`config.mk`:
```
export PLATFORM = sky130hd
export DESIGN_NAME = sw_wprot_seq
export DESIGN_NICKNAME = d
export VERILOG_FILES = /design/src/rtl/wprot_seq_pkg.sv /design/src/rtl/wprot_tok_dec.sv /design/src/rtl/wprot_fsm.sv /design/src/rtl/wprot_flag.sv /design/src/rtl/sw_wprot_seq.sv
export SDC_FILE = /design/constraint.sdc
export NUM_CORES = 1
export LEC_CHECK = 0
export CORE_MARGIN = 2
export CORE_UTILIZATION = 32
export DETAILED_ROUTE_END_ITERATION = 8
export PLACE_DENSITY = 0.74
export SLEW_MARGIN = 20
export SYNTH_ARGS = -nofsm -noshare
export SYNTH_HDL_FRONTEND = slang
export SYNTH_SLANG_ARGS = --single-unit
```
`constraint.sdc`:
```
create_clock -name clk_i -period 1.5 [get_ports clk_i]
set_input_delay 0.15 -clock clk_i [delete_from_list [all_inputs] [get_ports clk_i]]
set_output_delay 0.15 -clock clk_i [all_outputs]
set_load 0.02 [all_outputs]
```
`src/rtl/wprot_seq_pkg.sv`:
```
package wprot_seq_pkg;
  typedef enum logic [2:0] {
    ST_IDLE,
    ST_K1,
    ST_K2,
    ST_ARM,
    ST_D3,
    ST_D4,
    ST_D5
  } seq_st_e;

  typedef struct packed {
    logic k_aa;  // 0xAA at primary address
    logic k_55;  // 0x55 at secondary address
    logic k_a0;  // 0xA0 at primary address
    logic k_80;  // 0x80 at primary address
    logic k_20;  // 0x20 at primary address
  } tok_t;
endpackage

```
`src/rtl/wprot_tok_dec.sv`:
```
module wprot_tok_dec
  import wprot_seq_pkg::*;
#(
  parameter int unsigned ADDR_W = 15,
  parameter int unsigned DATA_W = 8,
  parameter logic [ADDR_W-1:0] ADDR_P = 15'h5555,
  parameter logic [ADDR_W-1:0] ADDR_S = 15'h2AAA,
  parameter logic [DATA_W-1:0] D_AA = 8'hAA,
  parameter logic [DATA_W-1:0] D_55 = 8'h55,
  parameter logic [DATA_W-1:0] D_A0 = 8'hA0,
  parameter logic [DATA_W-1:0] D_80 = 8'h80,
  parameter logic [DATA_W-1:0] D_20 = 8'h20
) (
  input  logic [ADDR_W-1:0] addr_i,
  input  logic [DATA_W-1:0] data_i,
  output tok_t              tok_o
);
  logic at_p, at_s;

  assign at_p = (addr_i == ADDR_P);
  assign at_s = (addr_i == ADDR_S);

  always_comb begin
    tok_o.k_aa = at_p && (data_i == D_AA);
    tok_o.k_55 = at_s && (data_i == D_55);
    tok_o.k_a0 = at_p && (data_i == D_A0);
    tok_o.k_80 = at_p && (data_i == D_80);
    tok_o.k_20 = at_p && (data_i == D_20);
  end
endmodule

```
`src/rtl/wprot_fsm.sv`:
```
module wprot_fsm
  import wprot_seq_pkg::*;
(
  input  logic clk_i,
  input  logic rst_ni,
  input  logic valid_i,
  input  tok_t tok_i,
  input  logic prot_i,
  output logic pass_o,
  output logic cmd_o,
  output logic set_o,
  output logic clr_o
);
  seq_st_e st_q, st_d;
  logic    hit;

  always_comb begin
    st_d  = st_q;
    hit   = 1'b0;
    set_o = 1'b0;
    clr_o = 1'b0;
    case (st_q)
      ST_IDLE: if (tok_i.k_aa) begin hit = 1'b1; st_d = ST_K1; end
      ST_K1:   if (tok_i.k_55) begin hit = 1'b1; st_d = ST_K2; end
      ST_K2: begin
        if (tok_i.k_a0) begin hit = 1'b1; st_d = ST_ARM; end
        else if (tok_i.k_80) begin hit = 1'b1; st_d = ST_D3; end
      end
      ST_ARM:  begin hit = 1'b1; set_o = valid_i; st_d = ST_IDLE; end
      ST_D3:   if (tok_i.k_aa) begin hit = 1'b1; st_d = ST_D4; end
      ST_D4:   if (tok_i.k_55) begin hit = 1'b1; st_d = ST_D5; end
      ST_D5:   if (tok_i.k_20) begin hit = 1'b1; clr_o = valid_i; st_d = ST_IDLE; end
      default: st_d = ST_IDLE;
    endcase
    if (!hit) st_d = ST_IDLE;
    if (!valid_i) st_d = st_q;
  end

  // armed write is data; every other hit is a command byte
  assign cmd_o  = valid_i && hit && (st_q != ST_ARM);
  assign pass_o = valid_i && ((st_q == ST_ARM) || (!hit && !prot_i));

  always_ff @(posedge clk_i or negedge rst_ni) begin
    if (!rst_ni) st_q <= ST_IDLE;
    else         st_q <= st_d;
  end
endmodule

```
`src/rtl/wprot_flag.sv`:
```
module wprot_flag (
  input  logic clk_i,
  input  logic rst_ni,
  input  logic set_i,
  input  logic clr_i,
  output logic prot_o
);
  always_ff @(posedge clk_i or negedge rst_ni) begin
    if (!rst_ni)    prot_o <= 1'b0;
    else if (set_i) prot_o <= 1'b1;
    else if (clr_i) prot_o <= 1'b0;
  end
endmodule

```
`src/rtl/sw_wprot_seq.sv`:
```
module sw_wprot_seq
  import wprot_seq_pkg::*;
#(
  parameter int unsigned ADDR_W = 15,
  parameter int unsigned DATA_W = 8
) (
  input  logic              clk_i,
  input  logic              rst_ni,
  input  logic              wr_valid_i,
  input  logic [ADDR_W-1:0] wr_addr_i,
  input  logic [DATA_W-1:0] wr_data_i,
  output logic              pass_o,
  output logic              cmd_o,
  output logic              protect_o
);
  tok_t tok;
  logic set_p, clr_p;

  wprot_tok_dec #(.ADDR_W(ADDR_W), .DATA_W(DATA_W)) u_dec (
    .addr_i(wr_addr_i),
    .data_i(wr_data_i),
    .tok_o (tok)
  );

  wprot_fsm u_fsm (
    .clk_i  (clk_i),
    .rst_ni (rst_ni),
    .valid_i(wr_valid_i),
    .tok_i  (tok),
    .prot_i (protect_o),
    .pass_o (pass_o),
    .cmd_o  (cmd_o),
    .set_o  (set_p),
    .clr_o  (clr_p)
  );

  wprot_flag u_flag (
    .clk_i (clk_i),
    .rst_ni(rst_ni),
    .set_i (set_p),
    .clr_i (clr_p),
    .prot_o(protect_o)
  );
endmodule

```
Yosys cells after proc, flatten, opt, wreduce, memory -nomap -nowiden
Cells that the tools add are included.
{"block": "totals", "regBits": 4, "out_inout_bits": 3, "elab_cells": 59}
{"block": "op_classes", "n_eq_ne": 20, "mux": 20, "n_reduce_logical": 17}
{"operator": "== test 8 bit, second input constant", "n": 3}
{"operator": "two-way mux 3 bit", "n": 8}
{"operator": "case mux 3 bit (6 select lines)", "n": 1}
{"operator": "== test 15 x 14 -> 1 bit, second input constant", "n": 1}
{"operator": "== test 15 bit, second input constant", "n": 1}
{"operator": "inequality test 3 bit, second input constant", "n": 5}
{"operator": "two-way mux 1 bit", "n": 10}
{"operator": "== test 3 bit, second input constant", "n": 3}
{"operator": "logical AND 1 bit", "n": 9}
{"operator": "== test 8 x 6 -> 1 bit, second input constant", "n": 1}
{"operator": "== test 8 x 7 -> 1 bit, second input constant", "n": 1}
{"operator": "AND reduction 7 bit", "n": 1}
{"operator": "== test 3 x 2 -> 1 bit, second input constant", "n": 2}
{"operator": "case mux 1 bit (5 select lines)", "n": 1}
{"operator": "inequality test 4 bit, second input constant", "n": 1}
{"operator": "OR reduction 2 bit", "n": 2}
{"operator": "== test 3 x 1 -> 1 bit, second input constant", "n": 1}
{"operator": "zero test 3 bit", "n": 1}
{"operator": "inequality test 3 x 2 -> 1 bit, second input constant", "n": 1}
{"operator": "zero test 1 bit", "n": 2}
{"operator": "nonzero test 2 bit", "n": 1}
{"operator": "logical OR 1 bit", "n": 1}

Logic depth before layout (Yosys ltp)
Gate-level depths: netlist (run 1).
{"block": "depth", "word_depth": 9, "depth_mapped": 6, "mapped_depth_nobuf": 5}

By module
Synthesis (run 1) repeated with hierarchy kept, for this count alone.
{"block": "hier_totals", "cells_unflattened": 60, "area_unflattened_um2": 499.2}
{"module": "wprot_fsm", "instances": 1, "cells_per_inst": 32, "area_each_um2": 249.0, "seq_area_each_um2": 75.1}
{"module": "wprot_tok_dec", "instances": 1, "cells_per_inst": 25, "area_each_um2": 214.0, "seq_area_each_um2": 0.0}
{"module": "wprot_flag", "instances": 1, "cells_per_inst": 3, "area_each_um2": 36.3, "seq_area_each_um2": 25.0}

Least setup slack after synthesis (run 1)
Ideal clock, no wire load.
{"block": "synth_timing", "path_kind": "reg2out", "start": "register u_fsm.st_q[1]", "end": "output pass_o", "arrival_time_ns": 1.621, "slack_ns": -0.271, "stages_incl_launch_ff": 6, "cell_sequence": "dfrtp_1 -> and4b_1 -> o21ai_0 -> nand2b_1 -> nor3b_2 -> o31ai_1"}
{"block": "synth_between", "elab_chain_len": 7}
{"item": "start: declaration", "line": "wprot_fsm.sv:14", "source": "seq_st_e st_q, st_d;"}
{"item": "start signal: assignment", "line": "wprot_fsm.sv:45", "source": "else st_q <= st_d;"}
{"item": "== test 3 x 1 -> 1 bit (tied with other cells)", "line": "wprot_fsm.sv:22", "source": "case (st_q)"}
{"item": "OR reduction 2 bit (no source line)"}
{"item": "case mux 1 bit (5 select lines)", "line": "wprot_fsm.sv:22"}
{"item": "zero test 1 bit", "line": "wprot_fsm.sv:41", "source": "assign pass_o = valid_i && ((st_q == ST_ARM) || (!hit && !prot_i));"}
{"item": "logical AND 1 bit", "line": "wprot_fsm.sv:41"}
{"item": "logical OR 1 bit *", "line": "wprot_fsm.sv:41"}
{"item": "logical AND 1 bit *", "line": "wprot_fsm.sv:41"}
{"item": "end: declaration", "line": "sw_wprot_seq.sv:12", "source": "output logic pass_o,"}
Mark *: on every way between the ends. The rest lies on a longest branch, timed or not.

Final worst setup path (run 1)
Ends and elaborated chain as after synthesis.

==> metrics.md, run 1 <==
| Metric | Value |
|---|---|
| Status | finished, violations left |
| Failing checks | negative setup slack |
| PwrDens | 358 mW/mm2 |
| Pins Over Slew Limit | 0 |
| Overall routing resource usage | 26.4% |
| Async SR Flop Fraction | 100% |
| Num CTS Buffers | 3 |
| Drt drc | 0 |
| Effective utilization at floorplan | 33.1% |
| Finished Cell Area | 0.00111 mm2 |
| Clock slew seen by the registers of the worst setup and hold paths | 0.04 ns |
| Hold WS | 0.117 ns |
| CORE AREA | 0.00145 mm2 |
| Max_slew headroom | 79.8% |
| Synth Instances | 53 |
| Clk pwr share | 32.3% |
| WL/cell | 16.3 um |
| Overflow after GRT | 0 |
| Clock sink count | 4 |
| Setup crit end kind | primary output |
| Global-route wire length before repair | 3.60 mm |
| CTS root buffer | clkbuf_4 |
| Vias | 699 |
| Slack of the critical path | -0.523 ns |
| # setup viols final | 5 |
| Final ANT Viol Nets | 0 |
| Commonest non-fill, non-tap cells in the layout | buf_4 (24), buf_6 (7), clkbuf_2 (7) |
| Commonest non-fill, non-tap cell in the layout | buf_4 |
| CP required | 1.35 ns |
| Worst Max-Slew Pin Slew | 0.302 ns |
| Leak pwr | 0.498 nW |
| Nets | 138 |
| Syn Area/Cell | 9.09 um2 |
| Startpoint types | flip-flop |
| Worst hold path class | in2async |
| # fillers | 102 |
| Port Buffer Count | 28 |
| Cell variety after synth | 31 |
| Clk buf depth | 2 |
| Max-Cap Viols | 0 |
| Fraction of layout cells with a size suffix above 1 | 69.1% |
| Ports | 29 |
| Router iterations before antenna repair | 4 |
| Hpwl dp | 1.38 mm |
| CTS hold repair buffers | 0 |
| Main synth FF type | dfrtp_1 |
| Final WL | 2.06 mm |
| Inserted Diodes | 0 |
| Crit path time final | 2.02 ns |
| CP Max Fanout | 4 |
| Width of the die | 42.8 um |
| Area post-placement | 926 um2 |
| Area grow syn2layout | 131% |
| Cell accounting for the most synthesized area | dfrtp_1 |
| EDFF count, synth | 0 |
| Fmax | 0.494 GHz |
| R2R Setup Slk | -0.29 ns |
| Largest net degree at the start of global routing | 9 |
| Worst vdd ir | 0.338 mV |
| Worst Path Arrival | 1.87 ns |
| Initial DRC Count | 8 |
| Gpl congestion | 0.819 |
| Num rows | 14 |
| Clk_skew | 0.00302 ns |
| Final hold violations | 0 |
| Vias in the first global route | 805 |
| Finished Layout Cells | 126 |
| Syn Nets | 79 |
| Placed cell count | 114 |
| NetSw | 0.109 mW |
| Die Y | 42.8 um |
| Internal power | 0.290 mW |
| RSZ-0062 raised after global routing | true |
| Worst-Skew Late Latency | 0.23 ns |
| Register area share after synthesis | 20.8% |
| Sw Share | 27.2% |
| CTS tree | yes |
| Logic pwr share | 39.4% |
| CP Class | reg2out |
| Sequential share of power | 28.4% |
| Vias per cell | 5.55 |
| Initial antenna violation count | 0 |
| Syn Std Cell Area | 482 um2 |
| Synth area leaders | dfrtp_1 (21%), nor4bb_1 (6.2%), nor4b_2 (6.2%), nand2_1 (5.5%), o31ai_1 (4.7%) |
| #FFs+latches synth | 4 |
| Yosys warning count | 0 |
| Die area | 0.00183 mm2 |
| Period utilisation layout | 135% |
| Max H-tree Level | 1 |
| Yosys top cell area share | 20.8% |
worst paths after layout:
path / from / endpoint / cells after the start
worst max-delay path: u_fsm.st_q[1] / pass_o / 7
worst min-delay path: rst_ni / u_fsm.st_q[0] / 1
worst max register to register: u_fsm.st_q[1] / u_fsm.st_q[2] / 8
worst min register to register: u_flag.prot_o / u_flag.prot_o / 1
max in group asynchronous: rst_ni / u_fsm.st_q[1] / 1
min in group clk_i: wr_addr_i[5] / u_flag.prot_o / 7
flip-flops by register name, summed over array words and instances, names as in the netlist:
register       cells
u_flag.prot_o      1
u_fsm.st_q         3
final cells by class:
cell class,count,area (um2),area share (%)
multi-input cells,46,529,47.5
repair buffers,55,434,39.0
flip-flops and latches,4,100,8.99
clock buffers,3,22.5,2.02
well taps,16,20.0,1.80
inverters,2,7.51,0.674
timing repair:
item	CTS	global route
gates resized for setup	85	22
endpoints found under the hold margin	0	0
endpoints found under the setup margin	6	6
pin swaps	13	14
setup buffers	14	4
Yosys cell counts, types with 2 or more instances:
library cell / number
nand3_1: 3
nor2_1: 2
inv_1: 2
nor4b_1: 2
o31ai_1: 3
nor4bb_1: 3
o21ai_0: 2
nand2_1: 7
nor4_1: 2
or4_4: 2
dfrtp_1: 4
nor4b_2: 2
through the flow:
stage / TNS (ns) / worst slack, ns / power (mW) / util [%]
CTS: -1.47 / -0.425 / 0.396 / 77.7
global placement: -4.29 / -1.06 / 0.252 / 63.7
finish: -1.61 / -0.523 / 0.399 / 76.6
floorplan: -0.128 / -0.109 / 0.147 / -
detailed placement: -4.41 / -1.07 / 0.255 / 63.7
global route: -2.16 / -0.601 / 0.429 / 76.6
per-layer routing:
| layer | wire (um) | track usage, % | vias up |
|---|---|---|---|
| li1 | - | - | 339 |
| met1 | 822 | 30.1 | 329 |
| met2 | 1100 | 46.7 | 29 |
| met3 | 113 | 4.26 | 2 |
| met4 | 23 | 13.1 | 0 |
| met5 | 0 | 0 | - |
critical path: stages, from the launching register on:
cell and delay (ns):
dfrtp_1 0.41, and4b_1 0.22, o21ai_2 0.21, nand2b_4 0.07
nor3b_4 0.15, buf_4 0.13, o31ai_2 0.26, buf_4 0.20
logic make-up (layout without fill, tap and decap cells):
| family | Yosys count | count (layout) | share of synthesized area, % |
|---|---|---|---|
| AND/OR/NAND/NOR | 33 | 33 | 53.0 |
| flip-flops | 4 | 4 | 20.8 |
| buffers and inverters | 3 | 60 | 2.60 |
| AO/OA/AOI/OAI | 13 | 13 | 23.6 |
power groups by stage:
stage / logic (mW) / clock network [mW] / registers [mW]
6_report: 0.157 / 0.129 / 0.113
5_1_grt: 0.169 / 0.147 / 0.113
4_1_cts: 0.145 / 0.138 / 0.113
3_5_place_dp: 0.141 / 0 / 0.114
3_3_place_gp: 0.139 / 0 / 0.114
2_1_floorplan: 0.0335 / 0 / 0.114
Note: power is estimated with default switching activity, not from simulation.
==> run 2, diff against run 1 <==
- CORE_AREA: default -> 2 2 39 41
- CORE_MARGIN: 2 -> default
- CORE_UTILIZATION: 32 -> default
- DIE_AREA: default -> 0 0 41 43
- DONT_BUFFER_PORTS: default -> 1
- PLACE_DENSITY: 0.74 -> 0.53
==> run 2 against run 1 <==
Effect of this change:
- the flow still finishes with violations (negative setup slack)
- clock-buffer cell count unchanged
- combinational power is 60% lower
- fmax up 11%
- clock power about the same
- flip-flop and latch count unchanged
- setup slack improved by 0.20 ns
- total power decreased by 23%
- final area decreased by 36%
- cell count shrank 33%
- clock skew increased by 0.00058 ns
- critical endpoint unchanged
- largest cell class unchanged
- highest routed layer is now met3
==> metrics.md, run 2 (same netlist as run 1, synthesis figures left out) <==
| Metric | Value |
|---|---|
| Finished Cell Area | 708 um2 (-36%) |
| CTS root buffer | clkbuf_4 |
| Largest net degree at the start of global routing | 9 (unchanged) |
| Crit-path slowest cell | dfrtp_2 |
| Worst-Skew Late Latency | 0.23 ns (about the same) |
| CORE AREA | 0.00138 mm2 (-4.8%) |
| Drt drc | 0 (unchanged) |
| Num rows | 14 (unchanged) |
| Cell family contributing the most delay on the critical path | flip-flops |
| Clk buf depth | 2 (unchanged) |
| CP Cell Sequence | nor4b_2 -> o21ai_2 -> nand2b_4 -> nor3b_4 -> o31ai_2 -> buf_4 |
| Final hold violations | 0 (unchanged) |
| Fmax | 0.550 GHz (+11%) |
| Fraction of layout cells with a size suffix above 1 | 55.9% (-13 points) |
| CP required | 1.35 ns (about the same) |
| Area grow syn2layout | 47.0% |
| Effective utilization at floorplan | 34.8% (+1.7 points) |
| Setup crit end kind | primary output |
| Die area | 0.00176 mm2 (-3.8%) |
| Clock slew seen by the registers of the worst setup and hold paths | 0.03 ns (about the same) |
| Vias | 511 (-27%) |
| Clock sink count | 4 (unchanged) |
| # setup viols final | 5 (unchanged) |
| Crit-path max cell delay | 0.43 ns (+0.02 ns) |
| Hpwl dp | 1.11 mm (-19%) |
| PwrDens | 433 mW/mm2 (+21%) |
| NetSw | 0.0695 mW (-36%) |
| CTS tree | yes |
| Hold path start | wr_valid_i |
| CP Max Fanout | 4 (unchanged) |
| Sw Share | 22.7% (-4.6 points) |
| R2r worst-path depth | 6 (-2) |
| Min-Delay Endpoint | u_fsm.st_q[1] |
| Crit path time final | 1.82 ns (-0.205 ns) |
| Register area | 101 um2 (+1.2%) |
| Max H-tree Level | 1 (unchanged) |
| Worst path bufs/invs | 1 (-1) |
| Status | finished, violations left |
| Clk_skew | 0.00361 ns (+0.000583 ns) |
| Overflow after GRT | 0 (unchanged) |
| Global-route wire length before repair | 2.23 mm (-38%) |
| Failing checks | negative setup slack |
| Overall routing resource usage | 18.5% (-7.9 points) |
| # fillers | 132 (+29%) |
| Fin Setup TNS | -0.881 ns (+0.729 ns) |
| Logic pwr share | 20.3% (-19 points) |
| Worst hold path class | in2reg |
| Largest register FFs | 3 (unchanged) |
| Largest regs | u_fsm.st_q: 3 flops, u_flag.prot_o: 1 flops |
| Multi-input gate area | 457 um2 (-14%) |
| Internal power | 0.237 mW (-18%) |
| Width of the die | 41 um (-4.2%) |
| Pins Over Slew Limit | 0 (unchanged) |
| Ports | 29 (unchanged) |
| Leak pwr | 0.256 nW (-49%) |
| Max-Cap Viols | 0 (unchanged) |
| Vias per cell | 6.08 (+9.7%) |
| Commonest non-fill, non-tap cells in the layout | buf_4 (12), nand2_1 (7), nor4b_2 (3), clkbuf_4 (3), dfrtp_1 (3) |
| Area post-placement | 586 um2 (-37%) |
| Vias in the first global route | 550 (-32%) |
| RSZ-0062 raised after global routing | true |
| Final ANT Viol Nets | 0 (unchanged) |
| Inserted Diodes | 0 (unchanged) |
| Commonest non-fill, non-tap cell in the layout | buf_4 |
| Tot Pwr | 0.306 mW (-23%) |
| Initial DRC Count | 8 (unchanged) |
| Initial antenna violation count | 0 (unchanged) |
| R2R Setup Slk | -0.13 ns (+0.16 ns) |
| WL/cell | 16.5 um (+0.75%) |
| Worst vdd ir | 0.473 mV (+40%) |
| R2R Path Start | u_fsm.st_q[1] |
| Worst Path Arrival | 1.67 ns (-0.20 ns) |
| Clk pwr share | 42.5% (+10 points) |
| Reg with most FFs | u_fsm.st_q |
| Num CTS Buffers | 3 (unchanged) |
| Die Y | 43 um (+0.47%) |
| Nets | 96 (-30%) |
| Startpoint types | flip-flop |
| Sequential share of power | 37.2% (+8.8 points) |
| Gpl congestion | 0.802 (-2.1%) |
| Period utilisation layout | 121% (-14 points) |
| Max_slew headroom | 80.0% (+0.19 points) |
| CP Class | reg2out |
| Final WL | 1.38 mm (-33%) |
| Slack of the critical path | -0.318 ns (+0.205 ns) |
| Router iterations before antenna repair | 4 (unchanged) |
| Port Buffer Count | 0 (-100%) |
| Worst Max-Slew Pin Slew | 0.297 ns (-0.00462 ns) |
| Reg-to-Reg End | u_fsm.st_q[2] |
| Number of cells on the worst hold path | 2 |
run 2: cell types whose count changed in the layout (fill, tap and decap cells not counted), sizes merged:
cell / before / now
buf: 36 / 12
clkbuf: 10 / 3
clkdlybuf4s15: 4 / 0
clkdlybuf4s50: 3 / 0
dlygate4sd2: 5 / 0
dlygate4sd3: 0 / 1
run 2: area by class of cell:
| cell class | count | share of cell area, % |
|---|---|---|
| Timing Repair Buffer | 13 | 14.1 |
| Multi-Input combinational cell | 46 | 64.5 |
| Tap cell | 16 | 2.83 |
| Sequential cell | 4 | 14.3 |
| Inverter | 2 | 1.06 |
| Clock buffer | 3 | 3.18 |
run 2: power by group through the flow:
stage	clock network (mW)	registers, mW	logic (mW)
2_1_floorplan	0	0.114	0.0335
3_3_place_gp	0	0.114	0.0487
3_5_place_dp	0	0.114	0.0487
4_1_cts	0.136	0.113	0.0576
5_1_grt	0.152	0.114	0.0674
6_report	0.130	0.114	0.0623
run 2: metal layers:
layer	part of all wire (%)	wire length, um	vias to the layer above	global-route usage, %
li1	-	-	249	-
met1	42	586	249	23.1
met2	53	737	13	30.3
met3	4.3	59	0	6.28
met4	0	0	0	2.67
met5	0	0	-	0
run 2: timing repair:
item / CTS / global route
endpoints found under the setup margin: 5 / 5
setup buffers: 1 / 1
hold buffers: 1 / 0
gates resized for setup: 7 / 7
cloned: 0 / 0
pin swaps: 2 / 4
endpoints found under the hold margin: 4 / 0
run 2: worst max path at each step:
stage | endpoint | depth (start not counted) | slack (ns) | startpoint
after floorplan | pass_o | 5 | -0.11 | u_fsm.st_q[1]
after global placement | pass_o | 6 | -0.23 | u_fsm.st_q[1]
after detailed placement | pass_o | 6 | -0.22 | u_fsm.st_q[1]
after CTS | pass_o | 6 | -0.33 | u_fsm.st_q[1]
after global routing | pass_o | 6 | -0.42 | u_fsm.st_q[1]
final | pass_o | 6 | -0.32 | u_fsm.st_q[1]
run 2: per-stage QoR:
stage / instances / hold WS, ns / util [%] / setup WS [ns]
3_5_place_dp: 78 / -0.146 / 42.3 / -0.223
5_1_grt: 84 / 0.0518 / 51.2 / -0.417
2_1_floorplan: 53 / -0.146 / - / -0.109
4_1_cts: 83 / 0.0625 / 47.3 / -0.333
3_3_place_gp: 78 / -0.146 / 42.3 / -0.230
6_report: 84 / 0.0627 / 51.2 / -0.318
==> run 3, diff against run 2 <==
- GPL_ROUTABILITY_DRIVEN: default -> 0
- PLACE_DENSITY: 0.53 -> 0.54
- SYNTH_HIERARCHICAL: default -> 1
==> run 3 against run 2 <==
Effect of this change:
- the flow still finishes with violations (negative setup slack)
- via count is 2.2% higher
- die area stayed put
- hold slack better by 0.034 ns
- synthesized area is 3.6% higher
- non-clock buffer count is 1 lower
- synthesized cell count is 13% higher
- total power is 6.3% lower
- combinational power is 40% lower
- first-iteration DRC count is 38% lower
- critical path depth is 2 higher
- core utilization is 3.4 points lower
- highest routed layer is now met4
==> metrics.md, run 3 <==
| Metric | Value |
|---|---|
| WL/cell | 13.5 um (-18%) |
| # setup viols final | 2 (-3) |
| Yosys top cell area share | 20.1% (-0.73 points) |
| Drt drc | 0 (unchanged) |
| Period utilisation layout | 116% (-5.6 points) |
| Worst Path Arrival | 1.58 ns (-0.09 ns) |
| Largest net degree at the start of global routing | 8 (-1) |
| Largest family of logic cells by synthesized area | simple AND/OR/NAND/NOR gates |
| Vias | 522 (+2.2%) |
| Worst Max-Slew Pin Slew | 0.303 ns (+0.00534 ns) |
| Startpoint types | input port |
| Max H-tree Level | 1 (unchanged) |
| Clock slew seen by the registers of the worst setup and hold paths | 0.04 ns (about the same) |
| Internal power | 0.221 mW (-6.6%) |
| Yosys warning count | 6 (+6) |
| Clk_skew | 0.00115 ns (-0.00246 ns) |
| Worst hold path class | in2reg |
| Vias in the first global route | 559 (+1.6%) |
| Synth area leaders | dfrtp_1 (20%), and4bb_1 (7.5%), nor2_1 (6.8%), nor4b_4 (4.8%), mux4_2 (4.5%) |
| Ports | 29 (unchanged) |
| Setup crit end kind | primary output |
| EDFF count, synth | 0 (unchanged) |
| Width of the die | 41 um (unchanged) |
| Crit path time final | 1.73 ns (-0.0843 ns) |
| Synth Area in Compound Gates | 15.0% (-8.6 points) |
| Fraction of layout cells with a size suffix above 1 | 36.5% (-19 points) |
| Max-Cap Viols | 0 (unchanged) |
| Port Buffer Count | 0 (unchanged) |
| Finished Cell Area | 661 um2 (-6.7%) |
| CP Max Fanout | 3 (-1) |
| RSZ-0062 raised after global routing | true |
| Overflow after GRT | 0 (unchanged) |
| Slack of the critical path | -0.234 ns (+0.0843 ns) |
| Worst vdd ir | 0.187 mV (-60%) |
| Largest register FFs | 3 (unchanged) |
| Logic pwr share | 13.1% (-7.2 points) |
| Initial DRC Count | 5 (-3) |
| Most common cell in the netlist | nor2_1 |
| Async SR Flop Fraction | 100% (unchanged) |
| Commonest non-fill, non-tap cells in the layout | buf_4 (9), nor2_1 (8), nand2_1 (6) |
| Hpwl dp | 998 um (-10%) |
| CORE AREA | 0.00138 mm2 (unchanged) |
| Global-route wire length before repair | 2.17 mm (-2.5%) |
| Syn Std Cell Area | 499 um2 (+3.6%) |
| Router iterations before antenna repair | 3 (-1) |
| Overall routing resource usage | 17.6% (-0.91 points) |
| Die Y | 43 um (unchanged) |
| Largest regs | u_fsm/st_q: 3 flops, u_flag/prot_o: 1 flops |
| Effective utilization at floorplan | 36.1% (+1.3 points) |
| Top cells by count, synth | nor2_1 (9), nand2_1 (6), dfrtp_1 (4), inv_1 (4), nand3_1 (4) |
| Area post-placement | 564 um2 (-3.6%) |
| Post-Synth Adder-Cell Area | 0% (unchanged) |
| Sw Share | 22.9% (+0.23 points) |
| Post-synthesis mux area share | 4.51% (+4.5 points) |
| Worst-Skew Late Latency | 0.24 ns (about the same) |
| Reg with most FFs | u_fsm/st_q |
| # fillers | 143 (+8.3%) |
| CP required | 1.35 ns (about the same) |
| Commonest non-fill, non-tap cell in the layout | buf_4 |
| Fin Setup TNS | -0.453 ns (+0.428 ns) |
| Vias per cell | 5.80 (-4.7%) |
| Register area share after synthesis | 20.1% (-0.73 points) |
| PwrDens | 434 mW/mm2 (+0.40%) |
| Die area | 0.00176 mm2 (unchanged) |
| Synth Instances | 60 (+13%) |
| Leak pwr | 0.252 nW (-1.5%) |
| Num rows | 14 (unchanged) |
| Failing checks | negative setup slack |
| Fmax | 0.577 GHz (+4.9%) |
| Final hold violations | 0 (unchanged) |
| NetSw | 0.0657 mW (-5.4%) |
| Syn Area/Cell | 8.32 um2 (-8.5%) |
| Simple-gate share of the synthesized area | 55.9% (+2.9 points) |
| Pins Over Slew Limit | 0 (unchanged) |
| #FFs+latches synth | 4 (unchanged) |
| Num CTS Buffers | 3 (unchanged) |
| Status | finished, violations left |
| Xor-xnor portion of the synthesized cell area | 0% (unchanged) |
| Clk pwr share | 48.5% (+6.0 points) |
| Sequential share of power | 38.4% (+1.2 points) |
| Initial antenna violation count | 0 (unchanged) |
| Dpl ws | -0.238 ns (-0.0154 ns) |
| Final WL | 1.21 mm (-12%) |
| Nets | 102 (+6.3%) |
| Max_slew headroom | 79.8% (-0.17 points) |
| CTS tree | yes |
| Tot Pwr | 0.287 mW (-6.3%) |
| Area grow syn2layout | 32.3% |
| Inserted Diodes | 0 (unchanged) |
| Clock sink count | 4 (unchanged) |
| Clk buf depth | 2 (unchanged) |
| Syn Nets | 86 (+8.9%) |
| Cell variety after synth | 29 (-6.5%) |
| Final ANT Viol Nets | 0 (unchanged) |
| CTS root buffer | clkbuf_4 |
| Cell accounting for the most synthesized area | dfrtp_1 |
| CP Class | in2out |
| Main synth FF type | dfrtp_1 |
==> run 3: cell count changes after synthesis, sizes merged, moves of 2 or more <==
cell,previous run,this run
inv,2,5
nor4b,4,1
a21oi,1,4
o31ai,4,1
nor2,2,9
and4bb,1,4
or4,2,0
o41ai,2,0
nor3,1,4
nand4,0,4
nor4,3,1
==> run 3: worst paths after layout <==
check | cells after the start | endpoint | slack [ns] | start
max | 8 | pass_o | -0.23 | wr_data_i[6]
min | 2 | u_fsm/st_q[0] | 0.1 | wr_valid_i
max reg2reg | 5 | u_fsm/st_q[1] | 0.06 | u_fsm/st_q[0]
min reg2reg | 2 | u_fsm/st_q[1] | 0.69 | u_fsm/st_q[1]
max in group asynchronous | 1 | u_fsm/st_q[1] | 1.14 | rst_ni
min in group asynchronous | 1 | u_fsm/st_q[0] | 0.19 | rst_ni
==> run 3: final cells by class <==
cell class	instances	area, um2	area share (%)
clock buffer	3	22.5	3.41
inverter	5	18.8	2.84
multi-input combinational	50	400	60.6
sequential	4	100	15.2
tap	16	20.0	3.03
timing repair buffer	12	98.8	15.0
==> run 3: cells by family after synthesis <==
group | Yosys count
mux | 1
compound gates | 10
flops | 4
simple gates | 39
buf+inv | 6
==> run 3: timing repair <==
item	in CTS	in global routing
gates resized for setup	2	1
buffers inserted	4	1
endpoints found under the hold margin	7	0
pin swaps	2	3
hold buffers	2	0
setup endpoints to repair	2	4
cloned	0	0
==> run 3: critical path, stage by stage <==
cell	delay, ns
nor4b_4	0.29
nand3_1	0.13
nor3_2	0.16
inv_1	0.06
mux4_2	0.47
buf_4	0.15
nand3_2	0.07
o21bai_4	0.10
==> run 3: metrics by stage <==
| stage | instances | hold slack (ns) | util [%] |
|---|---|---|---|
| 2_1_floorplan | 60 | -0.146 | - |
| 3_3_place_gp | 80 | -0.146 | 40.8 |
| 3_5_place_dp | 80 | -0.145 | 40.8 |
| 4_1_cts | 89 | 0.0967 | 46.9 |
| 5_1_grt | 90 | 0.111 | 47.7 |
| 6_report | 90 | 0.0963 | 47.7 |
==> run 3: metal layers <==
metal	share of wire, %	GRT usage (%)	up-vias
met5	0	0	-
met4	1.9	8.00	0
met3	5.7	2.62	2
met2	49	28.7	15
met1	43	21.5	249
li1	-	-	256
==> run 3: power by group through the flow <==
stage	Clock [mW]	Combinational, mW	Sequential [mW]
finish	0.139	0.0376	0.110
CTS	0.144	0.0382	0.110
global placement	0	0.0280	0.111
floorplan	0	0.0295	0.111
global route	0.153	0.0406	0.110
detailed placement	0	0.0280	0.112
